===== config.mk =====
export PLATFORM = sky130hd
export DESIGN_NAME = dbus_mon_regs
export DESIGN_NICKNAME = d
export VERILOG_FILES = /design/src/rtl/dbus_mon_regs.sv
export SDC_FILE = /design/constraint.sdc
export NUM_CORES = 1
export LEC_CHECK = 0
export CORE_ASPECT_RATIO = 0.8
export CORE_MARGIN = 2
export CORE_UTILIZATION = 45
export DETAILED_ROUTE_END_ITERATION = 16
export DONT_BUFFER_PORTS = 1
export GPL_TIMING_DRIVEN = 0
export PLACE_DENSITY = 0.68
export SLEW_MARGIN = 15
export SYNTH_ARGS = -nofsm -noshare
export SYNTH_HDL_FRONTEND = slang
export SYNTH_SLANG_ARGS = --single-unit

===== constraint.sdc =====
create_clock -name clk -period 3.46 [get_ports clk]
set_input_delay 0.346 -clock clk [delete_from_list [all_inputs] [get_ports clk]]
set_output_delay 0.346 -clock clk [all_outputs]
set_load 0.05 [all_outputs]

===== src/rtl/dbus_mon_regs.sv =====
module dbus_mon_regs #(
  parameter int DW       = 16,
  parameter int DEPTH    = 32,
  parameter int TMO_FAST = 80,
  parameter int TMO_SLOW = 40
) (
  input  logic          clk,
  input  logic          rst_n,
  input  logic [3:0]    addr_pin,
  input  logic [1:0]    mode_pin,
  input  logic          wr_en,
  input  logic [15:0]   wdata,
  input  logic          rd_en,
  output logic [DW-1:0] rdata,
  input  logic          word_stb,
  input  logic          word_bus,
  input  logic          word_cmd,
  input  logic          word_ok,
  input  logic          word_err,
  input  logic [DW-1:0] word_data,
  output logic          rcv,
  output logic          error,
  output logic          fifo_empty,
  output logic          fifo_ovf,
  output logic [1:0]    op_mode
);
  localparam int AW   = $clog2(DEPTH);
  localparam int TMAX = (TMO_FAST > TMO_SLOW) ? TMO_FAST : TMO_SLOW;
  localparam int TW   = $clog2(TMAX + 1);

  logic [15:0]   ctrl;
  logic [DW-1:0] mem [DEPTH];
  logic [AW:0]   wp, rp;
  logic [DW-1:0] last_a, last_b;
  logic [TW-1:0] tmo;

  wire [3:0] ra       = ctrl[10:7] | addr_pin;
  wire       wr_ctl   = wr_en & ra[2];
  wire       soft_clr = wr_ctl & ctrl[0] & ~wdata[0];
  wire       clr_edge = wr_ctl & ~ctrl[6] & wdata[6];
  wire       sel_a    = ctrl[4] & ~ctrl[5];
  wire       sel_b    = ctrl[5] & ~ctrl[4];
  wire       on_act   = word_bus ? sel_b : sel_a;
  wire       good     = word_stb & word_ok & ~word_err;
  wire       push     = good & ~word_cmd & on_act;
  wire       err_set  = word_stb & word_err & on_act;
  wire       cmd_clr  = good & word_cmd & on_act;
  wire       full     = (wp[AW] != rp[AW]) && (wp[AW-1:0] == rp[AW-1:0]);
  wire       pop      = rd_en & (ra == 4'b0100) & ~fifo_empty;
  wire [TW-1:0] tmo_lim = ctrl[12] ? TW'(TMO_SLOW - 1) : TW'(TMO_FAST - 1);
  wire       tmo_hit  = error & ctrl[6] & (tmo >= tmo_lim);

  assign fifo_empty = (wp == rp);
  assign op_mode    = ctrl[3:2] | mode_pin;

  always_ff @(posedge clk or negedge rst_n)
    if (!rst_n)      ctrl <= '0;
    else if (wr_ctl) ctrl <= wdata & 16'hF7FF;

  always_ff @(posedge clk)
    if (push && !full) mem[wp[AW-1:0]] <= word_data;

  always_ff @(posedge clk or negedge rst_n) begin
    if (!rst_n) begin
      wp <= '0; rp <= '0; fifo_ovf <= 1'b0; last_a <= '0; last_b <= '0;
      rcv <= 1'b0; error <= 1'b0; tmo <= '0; rdata <= '0;
    end else if (soft_clr) begin
      wp <= '0; rp <= '0; fifo_ovf <= 1'b0; last_a <= '0; last_b <= '0;
      rcv <= 1'b0; error <= 1'b0; tmo <= '0; rdata <= '0;
    end else begin
      if (push) begin
        if (!full) wp <= wp + 1'b1;
        else       fifo_ovf <= 1'b1;
      end
      if (pop) rp <= rp + 1'b1;
      if (good && !word_bus) last_a <= word_data;
      if (good &&  word_bus) last_b <= word_data;
      rcv <= good & word_cmd & ~on_act;
      if (err_set) begin
        error <= 1'b1;
        tmo   <= '0;
      end else if (cmd_clr || clr_edge || tmo_hit) begin
        error <= 1'b0;
        tmo   <= '0;
      end else if (error && ctrl[6]) begin
        tmo <= tmo + 1'b1;
      end
      if (rd_en) begin
        case (ra)
          4'b1100: rdata <= DW'(ctrl);
          4'b0100: if (!fifo_empty) rdata <= mem[rp[AW-1:0]];
          4'b1001: rdata <= last_a;
          4'b1010: rdata <= last_b;
          default: rdata <= '0;
        endcase
      end
    end
  end

  a_r9_other_bus_err: assert property (@(posedge clk) disable iff (!rst_n)
    (!error && !(word_stb && on_act)) |=> !error);
  a_r7_ovf_sticky: assert property (@(posedge clk) disable iff (!rst_n)
    (fifo_ovf && !soft_clr) |=> fifo_ovf);
  a_r6_empty_stays: assert property (@(posedge clk) disable iff (!rst_n)
    (fifo_empty && !push) |=> fifo_empty);
  a_r12_soft_clear: assert property (@(posedge clk) disable iff (!rst_n)
    soft_clr |=> (fifo_empty && !error && !fifo_ovf && rdata == '0));
  a_r10_edge_clear: assert property (@(posedge clk) disable iff (!rst_n)
    (clr_edge && !err_set) |=> !error);
  a_r11_tmo_bound: assert property (@(posedge clk) disable iff (!rst_n)
    error |-> (tmo <= TW'(TMAX - 1)));
  a_r5_rcv_pulse: assert property (@(posedge clk) disable iff (!rst_n)
    (rcv && !(good && word_cmd && !on_act)) |=> !rcv);
endmodule


==> results <==
- For this block, the routed nets add up to approximately 60 mm of wire.
- The final-report hold violation count is 0.
- The run finished, with violations left.
- The unique cell type count in the Yosys netlist is 53.
- Setup repair after global routing could not meet its margin everywhere.
- The number of placed instances with taps included is about 2000.
- By instance count, the leading cell after synthesis is sky130_fd_sc_hd__edfxtp_1.
- The required time at the endpoint of the critical path is about 3700 ps.
- At the end of the flow, the number of nets in the layout was 1455.
- The slew at the pin closest to its max-slew limit is 1120 ps.
- The setup TNS is -10250 ps.
- The post-synth design cell area is about 24000 um^2.
- After detailed routing, the average wire length per cell comes to 27.8 um.
- The total overflow left after global routing is 0.
- The final number of setup-violating endpoints is 102.
- In this run the number of H-tree levels came out at 2.
- The via-per-instance ratio is ~6.
- A synthesized cell averages around 19 um^2.
- TritonCTS built the clock tree.
- After routing the design area is approximately 28000 um^2.
- The highest clock rate is between 200 and 300 MHz.
- The category of the most critical setup path is flop to flop.
- The tool flagged a number of max-cap violations equal to 0.
- Ranked by instance count, the synthesized netlist is headed by sky130_fd_sc_hd__edfxtp_1, sky130_fd_sc_hd__mux4_2, sky130_fd_sc_hd__nand2_1.
- The worst path arrival time is a little under 4000 ps.
- The proportion of layout cells with a drive suffix above 1 is 0.256.
- The floorplan step set the die height to 210 um.
- The net count after synthesis is 1317.
- The die extent in x is approximately 260 um.
- In this run the power density over the cells is ~560 nW/um^2.
- The multi-input combinational cells in the finished layout cover a total of around 6100 um^2.
- The area of the die is roughly 55000 um^2.
- Of the available clock period, the critical path in the final layout requires 1.05.
- Between clock sinks in the finished design, the worst skew comes to 28.7 ps.
- Across the VDD grid, the largest voltage drop is between 0.0004 and 0.0005 V.
- After filler insertion, the fill cell instance count of the layout stands at slightly below 4000.
- The first-pass iteration count of the detailed router is 6.
- Yosys mapped a number of flops with a built-in enable equal to approximately 510.
- The cell type with the highest aggregate area in the netlist is sky130_fd_sc_hd__edfxtp_1.
- The checks that failed: setup timing.
- The min-delay analysis places its worst path in the category input port to flop.
- The number of placement rows is 75.
- For the worst-skew pair, the clock arrives at the later sink with an insertion delay of 590 ps.
- In this run the standard cell core region covers between 50000 and 60000 um^2.
- The worst hold slack across all endpoints is 26.7 ps.
- The detail route stage leaves a number of antenna-violating nets equal to 0.
- Compared with the post-synthesis result, the final layout area differs by 17.4%.
- Input and output buffers added on the ports amount to 0.
- The clock passes through at most 3 buffers.
- For this run, the number of Yosys warnings is 0.
- The number of primary I/O pins is between 60 and 70.
- The number of global-route vias before repair is approximately 13000.
- The total power is 0.0155 W.
- The fraction of synthesis flops using an asynchronous set or reset pin is 0.142.
- The number of vias in the routed layout is between 10000 and 15000.
- The number of cells in the finished layout apart from fillers is 2135.
- The leakage power figure is slightly above 9 nW.
- The final-report max-slew violation count was 0.
- The global-route total usage across every layer is 0.219.
- The top-area cell type share of the netlist area is 0.647.
- Ranked by total cell area, the synthesized netlist is headed by sky130_fd_sc_hd__edfxtp_1, sky130_fd_sc_hd__mux4_2, sky130_fd_sc_hd__dfrtp_1.
- The clock period minus worst slack is approximately 3600 ps.
- After legalization and detailed placement, the total HPWL measured between 30 and 40 mm.
- For this configuration, the core starts out at a cell density of 0.455.
- The dominant register cell in the synthesized netlist is sky130_fd_sc_hd__edfxtp_1.
- The worst relative slew slack is 0.249.
- Summing all flip-flop and latch instances after layout gives roughly 18000 um^2.
- The first global-routing pass estimated roughly 86 mm of wire.
- The startpoint class of the critical path is a flop.
- CTS placed an instance of sky130_fd_sc_hd__clkbuf_16 at the clock tree root.
- Entering global routing, the biggest net connects 86 pins.
- Counting every instance in the synthesized netlist gives roughly 1300.
- The congestion estimate from routability-driven global placement came to approximately 0.9.
- Once routing completed, OpenROAD measured the worst setup slack at -167 ps.
- Synthesis inferred a little under 600 register bits.
- The number of DRC violations after detailed routing is 0.
- The CTS sink count is approximately 600.
- Of the synthesized area, sequential elements account for 0.736.
- The number of antenna violations at the first check in global routing was 0.
- The number of clock buffers added by TritonCTS is 52.
- The clock-pin slew on the worst setup and hold paths is 70 ps.
- The cell area reported after detailed placement is 25000 um^2.
- The endpoint class of the critical path is a flop.
- In this run, the number of DRC markers left after iteration 0 of detailed routing was ~1700.
- The highest net fanout along the worst path is 10.
## cell families after synthesis
logic type | Yosys count | share of synthesized area
and+or+nand+nor | 225 | 0.0430
xor gates and xnor gates | 17 | 0.00626
AOI/OAI and AO/OA | 139 | 0.0411
adders and majority gates | 9 | 0.00474
muxes | 198 | 0.154
buffers and inverters | 76 | 0.0149
DFF | 597 | 0.736
## cells in the final DEF (no fill, tap or decap), types with 11 or more instances in the layout
cell	count
sky130_fd_sc_hd__edfxtp_1	512
sky130_fd_sc_hd__mux4_2	131
sky130_fd_sc_hd__nand2_1	95
sky130_fd_sc_hd__dfrtp_1	85
sky130_fd_sc_hd__clkbuf_16	53
sky130_fd_sc_hd__a21oi_1	46
sky130_fd_sc_hd__clkbuf_1	43
sky130_fd_sc_hd__mux2i_1	41
sky130_fd_sc_hd__buf_12	31
sky130_fd_sc_hd__mux2_2	26
sky130_fd_sc_hd__nor2_4	24
sky130_fd_sc_hd__buf_4	23
sky130_fd_sc_hd__nor2_1	22
sky130_fd_sc_hd__a22oi_1	21
sky130_fd_sc_hd__dlygate4sd3_1	20
sky130_fd_sc_hd__nor3_1	15
sky130_fd_sc_hd__buf_2	15
sky130_fd_sc_hd__nand3_1	14
sky130_fd_sc_hd__bufinv_16	14
sky130_fd_sc_hd__a222oi_1	13
sky130_fd_sc_hd__buf_6	12
sky130_fd_sc_hd__clkinv_1	11
## per-stage QoR
stage | utilization | setup slack [ps]
final | 0.534 | -167
after global routing | 0.534 | -271
after CTS | 0.531 | -34.3
after detailed placement | 0.478 | -48.7
after global placement | 0.471 | -863
after floorplan | - | 636
## timing repair
action,4_1_cts,5_1_grt
buffers inserted,24,10
endpoints found under the hold margin,647,0
hold buffers,37,0
endpoints found under the setup margin,236,269
pin swaps,11,4
gates cloned,0,0
resized for setup,3,4
## worst paths after layout
| path | startpoint | endpoint | slack, ps | cells past startpoint |
|---|---|---|---|---|
| min in group asynchronous | rst_n | tmo[1] | 300 | 2 |
| max in group asynchronous | rst_n | rp[3] | 2790 | 2 |
| setup reg to reg | rp[0] | mem[10][0] | -170 | 8 |
| hold / removal | word_bus | rcv | 30 | 2 |
| hold reg to reg | tmo[6] | tmo[6] | 500 | 1 |
| setup / recovery | rp[0] | mem[10][0] | -170 | 8 |
## layout make-up
type,count,share of cell area
Sequential cell,597,0.627
Multi-Input combinational cell,588,0.219
Clock buffer,56,0.0479
Timing Repair Buffer,84,0.0418
Tap cell,693,0.0311
Clock inverter,40,0.0201
Buffer,67,0.0117
Inverter,9,0.00121
Antenna cell,1,0.0000896
## critical path: stages (launching register included)
cell and delay (ps):
sky130_fd_sc_hd__dfrtp_1 370, sky130_fd_sc_hd__buf_2 240, sky130_fd_sc_hd__buf_4 300, sky130_fd_sc_hd__xnor2_1 140
sky130_fd_sc_hd__and3_1 250, sky130_fd_sc_hd__a31oi_2 530, sky130_fd_sc_hd__nand2_1 570, sky130_fd_sc_hd__nor2_2 600
sky130_fd_sc_hd__buf_6 270
## routing by layer
| metal | global-route usage | part of all wire |
|---|---|---|
| met5 | 0 | 0 |
| met4 | 0.0512 | 0.023 |
| met3 | 0.0494 | 0.10 |
| met2 | 0.327 | 0.45 |
| met1 | 0.330 | 0.42 |
## where the power goes
part           internal (W)  leakage [nW]  total [W]  switching [W]
Sequential          0.00793          5.73    0.00807       0.000142
Clock               0.00385         0.925    0.00645        0.00260
Combinational      0.000427          2.42   0.000997       0.000571
Total                0.0122          9.07     0.0155        0.00332
## state kept, by name, indices dropped and copies added, names as in the netlist
signal and flops:
ctrl 15, error 1, fifo_ovf 1, last_a 16, last_b 16, mem 512, rcv 1, rdata 16
rp 6, tmo 7, wp 6
Note: power is estimated with default switching activity, not from simulation.
